**config.mk**
```make
export PLATFORM = sky130hd
export DESIGN_NAME = rx_ring_engine
export DESIGN_NICKNAME = d
export VERILOG_FILES = /design/src/rtl/rx_ring_engine.sv
export SDC_FILE = /design/constraint.sdc
export NUM_CORES = 1
export LEC_CHECK = 0
export BUFFER_PORTS_ARGS = -buffer_cell sky130_fd_sc_hd__buf_4
export CORE_MARGIN = 1
export CORE_UTILIZATION = 38
export CTS_CLUSTER_SIZE = 28
export DETAILED_ROUTE_END_ITERATION = 10
export SKIP_CTS_REPAIR_TIMING = 1
export SLEW_MARGIN = 20
export SYNTH_ARGS = -nofsm -noshare
export SYNTH_HDL_FRONTEND = slang
export SYNTH_SLANG_ARGS = --single-unit
export TNS_END_PERCENT = 30
```
**constraint.sdc**
```tcl
create_clock -name clk -period 3.2 [get_ports clk]
set_input_delay 0.16 -clock clk [delete_from_list [all_inputs] [get_ports clk]]
set_output_delay 0.16 -clock clk [all_outputs]
set_load 0.01 [all_outputs]
```
**src/rtl/rx_ring_engine.sv**
```systemverilog
module rx_ring_engine #(
  parameter int AW       = 32,
  parameter int CAP      = 2047,
  parameter int DESC_SZ  = 8
) (
  input  logic          clk,
  input  logic          rst_n,
  input  logic          frm_valid,
  input  logic [7:0]    frm_data,
  input  logic          frm_sof,
  input  logic          frm_eof,
  input  logic          frm_dribble,
  input  logic          frm_crc_err,
  input  logic          frm_addr_hit,
  input  logic [AW-1:0] ring_base,
  input  logic [15:0]   max_len,
  input  logic          promisc,
  output logic          mem_req,
  output logic          mem_we,
  output logic [AW-1:0] mem_addr,
  output logic [15:0]   mem_wdata,
  input  logic [15:0]   mem_rdata,
  output logic          overrun
);
  localparam logic [15:0] CAP16 = 16'(CAP);

  typedef enum logic [2:0] {S_IDLE, S_CHK, S_RX, S_END, S_WL, S_WS} st_t;
  st_t st;

  logic [AW-1:0] cur;
  logic [15:0]   cnt;
  logic          all_ff, grp, eof_seen;
  logic          own_ok, ro1, wrap, ro2;
  logic          drb_q, crc_q, miss_q;

  wire start = (st == S_IDLE) && frm_valid && frm_sof;
  wire acc   = start || (frm_valid && (st == S_CHK || st == S_RX));
  wire last  = acc && frm_eof;

  wire [15:0] cnt_base = (st == S_IDLE) ? 16'd0 : cnt;
  wire        ff_base  = (st == S_IDLE) ? 1'b1 : all_ff;

  wire bc_f = all_ff && (cnt >= 16'd6);
  wire mc_f = grp && !bc_f;
  wire lg_f = cnt > max_len;
  wire no_f = drb_q && crc_q;
  wire cr_f = crc_q && !drb_q;
  wire m_f  = promisc && miss_q;
  wire [15:0] len_out = (cnt > CAP16) ? CAP16 : cnt;
  wire [15:0] stat_out = {1'b0, ro1, wrap, ro2, 1'b1, 2'b00, m_f, bc_f, mc_f,
                          lg_f, no_f, 1'b0, cr_f, 2'b00};

  assign mem_req   = start || (st == S_WL) || (st == S_WS);
  assign mem_we    = (st == S_WL) || (st == S_WS);
  assign mem_addr  = (st == S_WL) ? cur + AW'(2) : cur;
  assign mem_wdata = (st == S_WL) ? len_out : stat_out;
  assign overrun   = (st == S_END) && !own_ok;

  always_ff @(posedge clk) begin
    if (!rst_n) begin
      st <= S_IDLE;
      cur <= ring_base;
      cnt <= '0;
      all_ff <= 1'b0;
      grp <= 1'b0;
      eof_seen <= 1'b0;
      own_ok <= 1'b0;
      ro1 <= 1'b0;
      wrap <= 1'b0;
      ro2 <= 1'b0;
      drb_q <= 1'b0;
      crc_q <= 1'b0;
      miss_q <= 1'b0;
    end else begin
      if (acc) begin
        if (cnt_base != 16'hFFFF) cnt <= cnt_base + 16'd1;
        if (cnt_base < 16'd6) all_ff <= ff_base && (frm_data == 8'hFF);
        if (cnt_base == 16'd0) grp <= frm_data[0];
      end
      if (last) begin
        drb_q  <= frm_dribble;
        crc_q  <= frm_crc_err;
        miss_q <= !frm_addr_hit;
      end
      case (st)
        S_IDLE: if (start) begin
          eof_seen <= frm_eof;
          st <= S_CHK;
        end
        S_CHK: begin
          own_ok <= mem_rdata[15];
          ro1    <= mem_rdata[14];
          wrap   <= mem_rdata[13];
          ro2    <= mem_rdata[12];
          st <= (eof_seen || last) ? S_END : S_RX;
        end
        S_RX: if (last) st <= S_END;
        S_END: st <= own_ok ? S_WL : S_IDLE;
        S_WL: st <= S_WS;
        S_WS: begin
          cur <= wrap ? ring_base : cur + AW'(DESC_SZ);
          st <= S_IDLE;
        end
        default: st <= S_IDLE;
      endcase
    end
  end

  p_quiet_idle_r1: assert property (@(posedge clk) disable iff (!rst_n)
    (st == S_IDLE && !frm_valid) |-> !mem_req);

  p_len_first_r2: assert property (@(posedge clk) disable iff (!rst_n)
    (mem_we && mem_addr == cur && st == S_WS) |-> $past(mem_we && mem_addr == cur + AW'(2)));

  p_hand_back_r3: assert property (@(posedge clk) disable iff (!rst_n)
    (mem_we && !(mem_addr == cur + AW'(2))) |-> (!mem_wdata[15] && mem_wdata[11]));

  p_step_r5: assert property (@(posedge clk) disable iff (!rst_n)
    (st == S_WS) |=> (cur == $past(ring_base) || cur == $past(cur) + AW'(DESC_SZ)));

  p_err_excl_r8: assert property (@(posedge clk) disable iff (!rst_n)
    (mem_we && st == S_WS) |-> !(mem_wdata[4] && mem_wdata[2]));

  p_ovr_pulse_r10: assert property (@(posedge clk) disable iff (!rst_n)
    overrun |=> !overrun);

  p_ovr_no_write_r10: assert property (@(posedge clk) disable iff (!rst_n)
    overrun |=> !mem_we);

  p_len_cap_r11: assert property (@(posedge clk) disable iff (!rst_n)
    (mem_we && st == S_WL) |-> (mem_wdata <= CAP16));
endmodule

```
Word-level counts from Yosys, hierarchy flattened
Index checks and enable logic that the tools add are counted.
{ "op_classes": {"addsub": 3, "n_lt_le_gt_ge": 4, "eq_ne": 10, "muxes": 13, "n_reduce_logical": 28} }
{ "op_table": {"columns": ["cell", "count"], "rows": [
  ["2-to-1 mux 32 bit", 4],
  ["2-to-1 mux 16 bit", 3],
  ["adder 32 x 2 -> 32 bit (second input constant)", 1],
  ["adder 32 x 4 -> 32 bit (second input constant)", 1],
  ["adder 16 x 1 -> 16 bit (second input constant)", 1],
  ["greater-or-equal comparator 16 x 3 -> 1 bit (second input constant)", 1],
  ["> comparator 16 x 11 -> 1 bit (second input constant)", 1],
  ["> comparator 16 bit", 1],
  ["zero test 16 bit", 1],
  ["< comparator 16 x 3 -> 1 bit (second input constant)", 1],
  ["!= test 16 bit (second input constant)", 1],
  ["one-hot mux 3 bit (5 select lines)", 1],
  ["logical AND 1 bit", 11],
  ["AND reduction 2 bit", 5],
  ["2-to-1 mux 3 bit", 3],
  ["equality test 8 bit (second input constant)", 1],
  ["equality test 3 x 2 -> 1 bit (second input constant)", 2],
  ["equality test 3 bit (second input constant)", 2],
  ["logical OR 1 bit", 6],
  ["zero test 1 bit", 4],
  ["!= test 2 bit (second input constant)", 2],
  ["equality test 3 x 1 -> 1 bit (second input constant)", 1],
  ["zero test 3 bit", 1],
  ["2-to-1 mux 1 bit", 2],
  ["!= test 2 x 1 -> 1 bit (second input constant)", 1]
]} }
{ "totals": {"register_bits": 61, "out_inout_bits": 51, "elab_cells": 71} }

Depth between registers and ports, before layout
{ "logic_depth": {"word_depth": 8, "mapped_depth": 13, "mapped_depth_nobuf": 9} }

Worst setup path before layout
Ideal clock, no wire load.
{ "synth_path": {"kind": "reg2reg", "start": "register st[0]", "end": "register cnt[14]", "setup_ns": 0.131, "arrival_ns": 2.488, "t_required_ns": 3.069, "path_slack_ns": 0.581, "path_stages_with_launch": 14, "n_path_buf": 4, "path_cell_list": "dfxtp_1 > buf_2 > or3_1 > buf_2 > clkbuf_1 > nand2_1 > inv_1 > ha_1 > and3_1 > clkbuf_1 > nand3_2 > or4_1 > a21oi_1 > nor3_1"} }
{ "synth_between": {"elab_chain_len": 5} }
{ "synth_rtl": {"columns": ["item", "line_no", "text"], "rows": [
  ["start, declared", "28", "st_t st;"],
  ["start signal, assigned", "95", "st <= (eof_seen || last) ? S_END : S_RX;"],
  ["start signal, assigned", "98", "S_END: st <= own_ok ? S_WL : S_IDLE;"],
  ["parallel branches: the longest is 5 deep, another holds adder 16 x 1 -> 16 bit", null, null],
  ["end signal, assigned", "76", "if (cnt_base != 16'hFFFF) cnt <= cnt_base + 16'd1;"],
  ["end, declared", "31", "logic [15:0] cnt;"]
]} }
Parallel ways; which one is timed is not known.
A chain may end at the register's enable or synchronous reset.

Worst setup path after layout
{ "layout_path": {"start": "register cur[7]", "end": "output port mem_addr[25]"} }
{ "layout_between": {"elab_chain_len": 2} }
{ "layout_rtl": {"columns": ["item", "line_no", "text"], "rows": [
  ["start, declared", "30", "logic [AW-1:0] cur;"],
  ["start signal, assigned", "62", "cur <= ring_base;"],
  ["start signal, assigned", "101", "cur <= wrap ? ring_base : cur + AW'(DESC_SZ);"],
  ["adder 32 x 2 -> 32 bit", "55", "assign mem_addr = (st == S_WL) ? cur + AW'(2) : cur;"],
  ["2-to-1 mux 32 bit", "55", null],
  ["end, declared", "20", "output logic [AW-1:0] mem_addr,"]
]} }
Every way passes these cells.

==> impl_metrics.ini <==
[final_layout]
fill_cells = 1113
reg_top3 = cur (32), cnt (16), st (3)
area_growth_pct = 27.7
drive_gt1_frac = 0.234
fin_util = 0.506
nNetsFinal = 767
fin_cells = 813
n_antenna_cell = 0
largest_reg_flops = 32
largest_register = cur

[detailed_routing]
drt-total-wl_um = 13000
vias_per_cell = 5.46
antenna_left = 0
dr_total_vias = 4443
wl_per_cell_um = 16.0
route.detailed.drc = 8
drtIter0Drc = 316
first_pass_iters = 8

[clock_network]
cts_tree = built
cts_buffer_depth = 2
clock_tree.root_cell = clkbuf_16
cts.sinks = 61
h-tree-depth = 3
path_clk_slew_ns = 0.05
clk_latency_ns = 0.33
cts_made_buffers = 9

[timing]
hold_viol = 0
period_share = 0.864
skew_ns = 0.00569
rsz0062_at_grt = false
slew_viol_final = 0
tns_ns = 0
tightestPinTransition_ns = 1.00
setup_viol = 0
min_period_ns = 2.76
max_slew_margin = 0.330
fmax_ghz = 0.362

[run]
drv_cap = 0

[grt]
antenna_found_initial = 0
grt_pass1_vias = 4347
grt_max_degree = 62
grt_overflow = 0
grt_pass1_wl_um = 21600
grt_usage = 0.215

[setup_path]
cp_top_family = simple AND/OR/NAND/NOR gates
cp_common_cell = buf_4
crit_type = reg2out
slowest_delay_ns = 0.74
cp_data_required_time_ns = 3.04
critPathBufInv = 2
crit_slowest_cell = or4_1
worstPathArrival_ns = 2.60
worstSetupEndpointType = output port
critPathLaunchType = register
path_max_fanout = 12
path_cells = nand4_1, buf_4, or4_1, nor4_2, xor2_1, buf_4

[power_and_ir_drop]
power_density_mw_per_mm2 = 420
leakage_nw = 2.41
vdd_drop_max_mv = 0.264

[floorplan]
dieArea_sq_mm = 0.0125
die_x_um = 112
die_height_um = 112
coreArea_sq_mm = 0.0116
io_pins = 132
initial_core_util = 0.396
row_count = 39

[logic_synthesis]
synth_top_area_frac = 0.210
synthArstFlopShare = 0
synth.distinct_cells = 55
yosys-top-cells-count = nand2_1, nor2_1, o21ai_0
yosysMostFrequentCell = nand2_1
synthTopCellsByArea = edfxtp_1, dfxtp_1, nand2_1
syn_nets = 668
synth_seq_cells = 61
syn_avg_cell_area_sq_um = 8.07
synth_area_leader_cell = edfxtp_1
ys_warn_count = 0
netlist_area_sq_mm = 0.00458
synth_edf_count = 32
synth-seq-area-share = 0.337
syn_inst = 567
yosys_most_used_dff = edfxtp_1

[place]
io_buffers = 118
gp_congestion = 0.878
dp.cells = 798
dpl.hpwl_um = 9770

[run_status]
violations = design-rule violations
status = finished, violations left

[worst_hold_path]
hp-class = in2reg
[final timing paths]
kind / from / end / slack [ns] / cells past startpoint
worst max-delay path: cur[7]$_DFFE_PP_ / mem_addr[25] / 0.44 / 6
worst min-delay path: frm_addr_hit / miss_q$_SDFFE_PN0P_ / 0.008 / 2
worst max register to register: st[1]$_SDFFE_PN0P_ / cnt[11]$_SDFFE_PN0P_ / 0.70 / 9
worst min register to register: all_ff$_SDFFE_PN0P_ / all_ff$_SDFFE_PN0P_ / 0.48 / 2
[metrics by stage]
| step | power, mW | setup WS, ns | cell area, sq um | hold WS (ns) |
|---|---|---|---|---|
| final | 2.46 | 0.435 | 5850 | 0.00810 |
| after global routing | 2.56 | 0.313 | 5850 | 0.0161 |
| after CTS | 2.47 | 0.429 | 5850 | 0.00469 |
| after detailed placement | 1.45 | 0.717 | 5540 | 0.354 |
| after global placement | 1.44 | 0.747 | 5540 | 0.348 |
| after floorplan | 1.24 | 0.581 | 4580 | 0.256 |
[report_power, final]
part,switching (mW),internal (mW),total [mW]
clock network,0.352,0.670,1.02
logic,0.241,0.225,0.467
registers,0.0801,0.890,0.970
[layer usage]
layer,GRT usage,wire (um),vias up
met2,0.334,5830,158
met3,0.0484,925,15
met4,0.0748,165,0
li1,-,-,2207
met1,0.293,6060,2063
met5,0,0,-
[cell families after synthesis]
kind of cell	synth area share
compound gates	0.133
other cells	0.000819
xor+xnor	0.111
mux	0.0200
simple gates	0.288
flops	0.337
buf+inv	0.0560
fa+ha+maj	0.0547
[cells in the final DEF, fill, tap and decap left out, drive strengths merged, types with 3 or more instances in the layout]
cell type and n:
xnor2 32, and4 5, o221a 4, a21oi 20, o211ai 4, nand2b 3, nand3 27, nor3 15
nand4 23, xor2 26, nor2 53, ha 20, edfxtp 32, o21a 3, or4 4, clkbuf 9
a31oi 3, clkinv 4, dfxtp 29, a21o 3, buf 124, mux2i 8, and2 5, nand2 81
inv 26, or3 5, o21ai 42, and3 11, nor4 14, a211oi 3, nor2b 9
[layout make-up]
cell class | count | area, sq um | area share
Inverter | 26 | 97.6 | 0.0167
Clock buffer | 9 | 225 | 0.0385
Tap cell | 143 | 179 | 0.0306
Multi-Input combinational cell | 444 | 2780 | 0.476
Timing Repair Buffer | 124 | 943 | 0.161
Sequential cell | 61 | 1540 | 0.264
Clock inverter | 6 | 78.8 | 0.0135
[worst register-to-register path, cell delays in order, from the launching register on]
cell and delay [ns]:
dfxtp_1 0.44, or3_1 0.43, nand2_1 0.10, inv_1 0.05, ha_1 0.22, and3_1 0.28
nand3_2 0.15, o21bai_2 0.18, or4_1 0.50, o21ai_0 0.08
Power figures use the tool's default switching activity.
